### src/rtl/msi_irq_pkg.sv
// Shared definitions for the MSI doorbell interrupt controller.
// Assumes a 16-entry word-indexed register space. The vector bank order is fixed.
package msi_irq_pkg;
    localparam int REG_AW = 4;

    typedef enum logic [REG_AW-1:0] {
        RG_STATUS = 4'd0,
        RG_SET    = 4'd1,
        RG_CLR    = 4'd2,
        RG_MSTAT  = 4'd3,
        RG_MSET   = 4'd4,
        RG_MCLR   = 4'd5,
        RG_TGT_LO = 4'd6,
        RG_TGT_HI = 4'd7,
        RG_DCFG   = 4'd8,
        RG_EOI    = 4'd9
    } reg_idx_e;

    localparam logic [31:0] TGT_LO_RST = 32'hFFFF_FFFC;
    localparam logic [31:0] TGT_HI_RST = 32'h0000_000F;
    localparam logic [31:0] DCFG_RST   = 32'hFFF8_6540;
endpackage

### src/rtl/msi_match.sv
// Doorbell decoder: checks an inbound write against the target address and
// the masked data pattern, and outputs a one-hot vector hit.
// Assumes NUM_VEC is a power of two no larger than 32. Address bit 0 is not compared.
module msi_match #(
    parameter int NUM_VEC = 32,
    parameter int ADDR_W  = 64
) (
    input  logic               clk,
    input  logic               rst_n,
    input  logic               tgt_en,
    input  logic [ADDR_W-1:0]  tgt_addr,
    input  logic [15:0]        dmask,
    input  logic [15:0]        dpat,
    input  logic               in_valid,
    input  logic [ADDR_W-1:0]  in_addr,
    input  logic [15:0]        in_data,
    output logic [NUM_VEC-1:0] hit
);
    localparam int VEC_W = $clog2(NUM_VEC);

    logic             addr_eq;
    logic             data_eq;
    logic             accept;
    logic [VEC_W-1:0] vec;

    // Compare the address (ignoring bit 0) and the masked data half.
    always_comb begin
        addr_eq = (in_addr[ADDR_W-1:1] == tgt_addr[ADDR_W-1:1]);
        data_eq = ((in_data & dmask) == (dpat & dmask));
        accept  = in_valid && tgt_en && addr_eq && data_eq;
        vec     = in_data[VEC_W-1:0];
    end

    // One decode gate per vector.
    for (genvar i = 0; i < NUM_VEC; i++) begin : g_dec
        assign hit[i] = accept && (vec == VEC_W'(i));
    end


    hit_onehot_chk: assert property (@(posedge clk) disable iff (!rst_n)
        $onehot0(hit));

    hit_needs_en_chk: assert property (@(posedge clk) disable iff (!rst_n)
        (hit != '0) |-> (tgt_en && in_valid));
endmodule

### src/rtl/msi_vec_bank.sv
// Pending and mask registers for the vectors.
// Set sources (inbound hit, software SET) take priority over CLR on the same bit.
// Assumes at most one software write per cycle.
module msi_vec_bank #(
    parameter int NUM_VEC = 32
) (
    input  logic               clk,
    input  logic               rst_n,
    input  logic [NUM_VEC-1:0] msi_hit,
    input  logic [NUM_VEC-1:0] set_bits,
    input  logic [NUM_VEC-1:0] clr_bits,
    input  logic [NUM_VEC-1:0] mset_bits,
    input  logic [NUM_VEC-1:0] mclr_bits,
    output logic [NUM_VEC-1:0] status,
    output logic [NUM_VEC-1:0] mask,
    output logic               pending_any
);
    // Update the pending and mask bits; on reset clear pending and mask every vector.
    always_ff @(posedge clk) begin
        if (!rst_n) begin
            status <= '0;
            mask   <= '1;
        end else begin
            status <= (status & ~clr_bits) | set_bits | msi_hit;
            mask   <= (mask | mset_bits) & ~mclr_bits;
        end
    end

    // Flag whether any vector is pending and unmasked.
    always_comb pending_any = |(status & ~mask);


    set_wins_chk: assert property (@(posedge clk) disable iff (!rst_n)
        (msi_hit != '0) |=> ((status & $past(msi_hit)) == $past(msi_hit)));

    clr_chk: assert property (@(posedge clk) disable iff (!rst_n)
        (clr_bits != '0) |=> ((status & $past(clr_bits & ~set_bits & ~msi_hit)) == '0));

    mask_set_chk: assert property (@(posedge clk) disable iff (!rst_n)
        (mset_bits != '0) |=> ((mask & $past(mset_bits)) == $past(mset_bits)));
endmodule

### src/rtl/msi_irq_gate.sv
// Combined interrupt line with an arm flag.
// The line rises when the controller is armed and something is pending; the rise
// disarms it. The line falls once nothing is pending. Only EOI re-arms.
module msi_irq_gate (
    input  logic clk,
    input  logic rst_n,
    input  logic pending_any,
    input  logic eoi,
    output logic irq_o
);
    logic armed;
    logic irq_q;
    logic fire;

    // Decide whether the line rises this cycle.
    always_comb fire = armed && pending_any;

    // Hold the arm flag and the output level.
    always_ff @(posedge clk) begin
        if (!rst_n) begin
            armed <= 1'b1;
            irq_q <= 1'b0;
        end else begin
            if (eoi)       armed <= 1'b1;
            else if (fire) armed <= 1'b0;
            if (fire)              irq_q <= 1'b1;
            else if (!pending_any) irq_q <= 1'b0;
        end
    end

    assign irq_o = irq_q;


    irq_rise_chk: assert property (@(posedge clk) disable iff (!rst_n)
        $rose(irq_q) |-> $past(armed));

    irq_drop_chk: assert property (@(posedge clk) disable iff (!rst_n)
        !pending_any |=> !irq_q);

    no_rearm_chk: assert property (@(posedge clk) disable iff (!rst_n)
        (!armed && !irq_q) |=> !irq_q);
endmodule

### src/rtl/msi_irq_ctrl.sv
// MSI doorbell interrupt controller top: register file for the target address and
// data rule, write-one strobes into the vector bank, read mux and interrupt gate.
// Assumes a single-cycle register write and combinational read data.
module msi_irq_ctrl
    import msi_irq_pkg::*;
#(
    parameter int NUM_VEC = 32,
    parameter int ADDR_W  = 64
) (
    input  logic              clk,
    input  logic              rst_n,
    input  logic              in_valid,
    input  logic [ADDR_W-1:0] in_addr,
    input  logic [31:0]       in_data,
    input  logic              reg_we,
    input  logic [REG_AW-1:0] reg_addr,
    input  logic [31:0]       reg_wdata,
    output logic [31:0]       reg_rdata,
    output logic              irq_o
);
    localparam int HI_W = ADDR_W - 32;

    logic [31:0]      tgt_lo;
    logic [HI_W-1:0]  tgt_hi;
    logic [31:0]      dcfg;
    logic [NUM_VEC-1:0] msi_hit, set_bits, clr_bits, mset_bits, mclr_bits;
    logic [NUM_VEC-1:0] status, mask;
    logic             pending_any;
    logic             eoi;
    logic             unused_hi_data;

    assign unused_hi_data = ^in_data[31:16];

    // Turn a register write into per-vector write-one strobes.
    always_comb begin
        set_bits  = (reg_we && reg_addr == RG_SET)  ? reg_wdata[NUM_VEC-1:0] : '0;
        clr_bits  = (reg_we && reg_addr == RG_CLR)  ? reg_wdata[NUM_VEC-1:0] : '0;
        mset_bits = (reg_we && reg_addr == RG_MSET) ? reg_wdata[NUM_VEC-1:0] : '0;
        mclr_bits = (reg_we && reg_addr == RG_MCLR) ? reg_wdata[NUM_VEC-1:0] : '0;
        eoi       = reg_we && (reg_addr == RG_EOI) && reg_wdata[0];
    end

    // Hold the target address and the data match configuration.
    always_ff @(posedge clk) begin
        if (!rst_n) begin
            tgt_lo <= TGT_LO_RST;
            tgt_hi <= TGT_HI_RST[HI_W-1:0];
            dcfg   <= DCFG_RST;
        end else if (reg_we) begin
            case (reg_addr)
                RG_TGT_LO: tgt_lo <= reg_wdata;
                RG_TGT_HI: tgt_hi <= reg_wdata[HI_W-1:0];
                RG_DCFG:   dcfg   <= reg_wdata;
                default:   ;
            endcase
        end
    end

    // Select the read data; write-only and unused words read as zero.
    always_comb begin
        case (reg_addr)
            RG_STATUS: reg_rdata = 32'(status);
            RG_MSTAT:  reg_rdata = 32'(mask);
            RG_TGT_LO: reg_rdata = tgt_lo;
            RG_TGT_HI: reg_rdata = 32'(tgt_hi);
            RG_DCFG:   reg_rdata = dcfg;
            default:   reg_rdata = '0;
        endcase
    end

    msi_match #(.NUM_VEC(NUM_VEC), .ADDR_W(ADDR_W)) u_match (
        .clk      (clk),
        .rst_n    (rst_n),
        .tgt_en   (tgt_lo[0]),
        .tgt_addr ({tgt_hi, tgt_lo[31:1], 1'b0}),
        .dmask    (dcfg[31:16]),
        .dpat     (dcfg[15:0]),
        .in_valid (in_valid),
        .in_addr  (in_addr),
        .in_data  (in_data[15:0]),
        .hit      (msi_hit)
    );

    msi_vec_bank #(.NUM_VEC(NUM_VEC)) u_bank (
        .clk         (clk),
        .rst_n       (rst_n),
        .msi_hit     (msi_hit),
        .set_bits    (set_bits),
        .clr_bits    (clr_bits),
        .mset_bits   (mset_bits),
        .mclr_bits   (mclr_bits),
        .status      (status),
        .mask        (mask),
        .pending_any (pending_any)
    );

    msi_irq_gate u_gate (
        .clk         (clk),
        .rst_n       (rst_n),
        .pending_any (pending_any),
        .eoi         (eoi),
        .irq_o       (irq_o)
    );


    tgt_lo_wr_chk: assert property (@(posedge clk) disable iff (!rst_n)
        (reg_we && reg_addr == RG_TGT_LO) |=> (tgt_lo == $past(reg_wdata)));
endmodule

### config.mk
export PLATFORM = sky130hd
export DESIGN_NAME = msi_irq_ctrl
export DESIGN_NICKNAME = d
export VERILOG_FILES = /design/src/rtl/msi_irq_pkg.sv /design/src/rtl/msi_match.sv /design/src/rtl/msi_vec_bank.sv /design/src/rtl/msi_irq_gate.sv /design/src/rtl/msi_irq_ctrl.sv
export SDC_FILE = /design/constraint.sdc
export NUM_CORES = 1
export LEC_CHECK = 0
export ABC_AREA = 1
export BUFFER_PORTS_ARGS = -buffer_cell sky130_fd_sc_hd__buf_4
export CORE_ASPECT_RATIO = 1.5
export CORE_UTILIZATION = 55
export CTS_BUF_LIST = sky130_fd_sc_hd__clkbuf_4 sky130_fd_sc_hd__clkbuf_8
export CTS_CLUSTER_DIAMETER = 50
export DETAILED_ROUTE_END_ITERATION = 16
export GPL_TIMING_DRIVEN = 0
export MAX_ROUTING_LAYER = met4
export PLACE_DENSITY = 0.78
export SLEW_MARGIN = 40
export SYNTH_ARGS = -nofsm -noshare
export SYNTH_HDL_FRONTEND = slang
export SYNTH_HIERARCHICAL = 1
export SYNTH_SLANG_ARGS = --single-unit
### constraint.sdc
create_clock -name clk -period 2.1 [get_ports clk]
set_input_delay 0.315 -clock clk [delete_from_list [all_inputs] [get_ports clk]]
set_output_delay 0.315 -clock clk [all_outputs]
set_load 0.05 [all_outputs]
==> impl_metrics.ini <==
[worst_setup_path]
path_cells = buf_4 > nor2_1 > clkbuf_4 > clkbuf_4 > nand3_1 > nand2_1 > nor2_1 > nand2_1 > buf_4
critPathLaunchType = input pin
critPathMaxFanout = 10
crit_buf_inv = 4
crit_cells = 9
critPathKind = in2out
ff2ff_path_depth = 11
crit_path_top_delay_cell = clkbuf_4
endpoint_kind = output port
r2r_slack_ps = 70
critPathArrivalTime_ps = 1740
cp_top_family = buffers and inverters
critPathMaxStageDelay_ps = 240
crit_required_ps = 1780

[route]
drtIter0Drc = 1039
drcViolationCount = 0
wirelength_mm = 37.8
viasPerCell = 5.20
ant_nets = 0
vias = 11728
avgRoutedWirePerCell_um = 16.8
dr.pass1.iters = 6

[floorplan]
rows = 60
die_x_um = 113
die-area_um2 = 19100
die_y_um = 169
io_pins = 169
core_um2 = 18100
start_util_pct = 56.5

[sta]
clock_skew_ps = 24.3
finalSetupViolCount = 0
hold_violations = 0
report.final.slew_viol_count = 0
tns_ps = 0
slew_headroom_pct = 55.8
finalCriticalPeriod_ps = 2060
rsz0062_at_grt = true
period_share_pct = 97.9
layout_setup_ws_ps = 44.9
fmax_mhz = 487
worstMarginPinSlew_ps = 661

[run_status]
status = complete, no violations

[synth]
synth_cells = 1824
ys.warnings.count = 6
synth_fp_nets = 1960
syn_area_um2 = 10200
synth_area_per_cell_um2 = 5.60

[pwr]
power_density_nw_per_um2 = 563
ir_drop_v = 0.000362
total_power_mw = 6.82
power_leakage_nw = 6.64

[global_route]
grt_max_degree = 17
grt_antenna_before_repair = 0
grt_pass1_wl_mm = 57.2
grt_usage_pct = 41.1
gr-total-overflow = 0
first_global_vias = 10530

[run]
maxCapViolCount = 0

[layout]
seq_area_um2 = 3250
final_util_pct = 67.0
area_growth_syn_to_layout_pct = 18.7
insertedDiodeCount = 0
stdcell_area_um2 = 12100
fin_nets = 2129
fill_cells = 1791
layout-drive-gt1-share_pct = 15.8
multi_input_area_um2 = 5790
most-common-layout-cells = nand2_1 (572), nor2_1 (414), nand3_1 (231)
layout_commonest_cell = nand2_1

[clocking]
clock_latency_ps = 480
ctsHoldBuffers = 0
cts-htree-levels = 4
clk_pin_slew_ps = 100
cts_sinks = 162
cts_tree = built
numCtsBuffers = 17
cts_setup_buffers = 0
clk_path_buf_depth = 2
root_buffer = clkbuf_8

[place]
io_buffers = 150
routabilityCongestion = 1.10
place_ws_ps = -169
placed_area_um2 = 11700
hpwl_mm = 31.0

[worst_hold_path]
hold_path.class = in2reg
hold_depth = 3
power breakdown:
part / leakage (nW) / switching, mW / internal (mW)
Combinational: 5.13 / 0.792 / 0.401
Sequential: 1.31 / 0.0677 / 3.13
Clock: 0.197 / 1.29 / 1.14
Total: 6.64 / 2.15 / 4.67
path summary, 6_finish.rpt:
| kind | to | from |
|---|---|---|
| worst min-delay path | dcfg[27] | reg_wdata[27] |
| worst max-delay path | reg_rdata[8] | reg_addr[1] |
| worst max register to register | u_bank/status[17] | dcfg[11] |
| worst min register to register | u_gate/armed | u_gate/armed |
tightest hold or removal path, stage by stage:
cell	delay [ps]
buf_4	100
nand2_1	50
nand3_1	50
registers in the layout, summed over array words and instances, names as in the netlist:
| register | flops |
|---|---|
| dcfg | 32 |
| tgt_hi | 32 |
| tgt_lo | 32 |
| u_bank/mask | 32 |
| u_bank/status | 32 |
| u_gate/armed | 1 |
| u_gate/irq_o | 1 |
final cells by class:
class / instances / share of cell area, %
inverter: 217 / 6.72
tap: 248 / 2.56
clock buffer: 20 / 2.17
sequential: 162 / 26.8
buffer: 82 / 3.55
multi-input combinational: 1363 / 47.7
clock inverter: 12 / 1.22
timing repair buffer: 150 / 9.29
timing repair:
item / 4_1_cts / 5_1_grt
endpoints found under the hold margin: 0 / 0
endpoints found under the setup margin: 29 / 62
gates cloned: 0 / 0
resized for setup: 8 / 37
routing by layer:
layer / GRT usage (%) / up-vias / routed length, um
met5: - / - / 0
met2: 69.5 / 560 / 18100
met1: 46.1 / 5153 / 14600
met4: 24.8 / 0 / 2430
li1: - / 5881 / -
met3: 5.08 / 134 / 2670
through the flow:
| step | cells | hold WS (ps) |
|---|---|---|
| after global routing | 2254 | 67.0 |
| after global placement | 2222 | 441 |
| after detailed placement | 2222 | 447 |
| after floorplan | 1824 | 391 |
| final | 2254 | 68.8 |
| after CTS | 2254 | 62.2 |
Power figures use the tool's default switching activity.
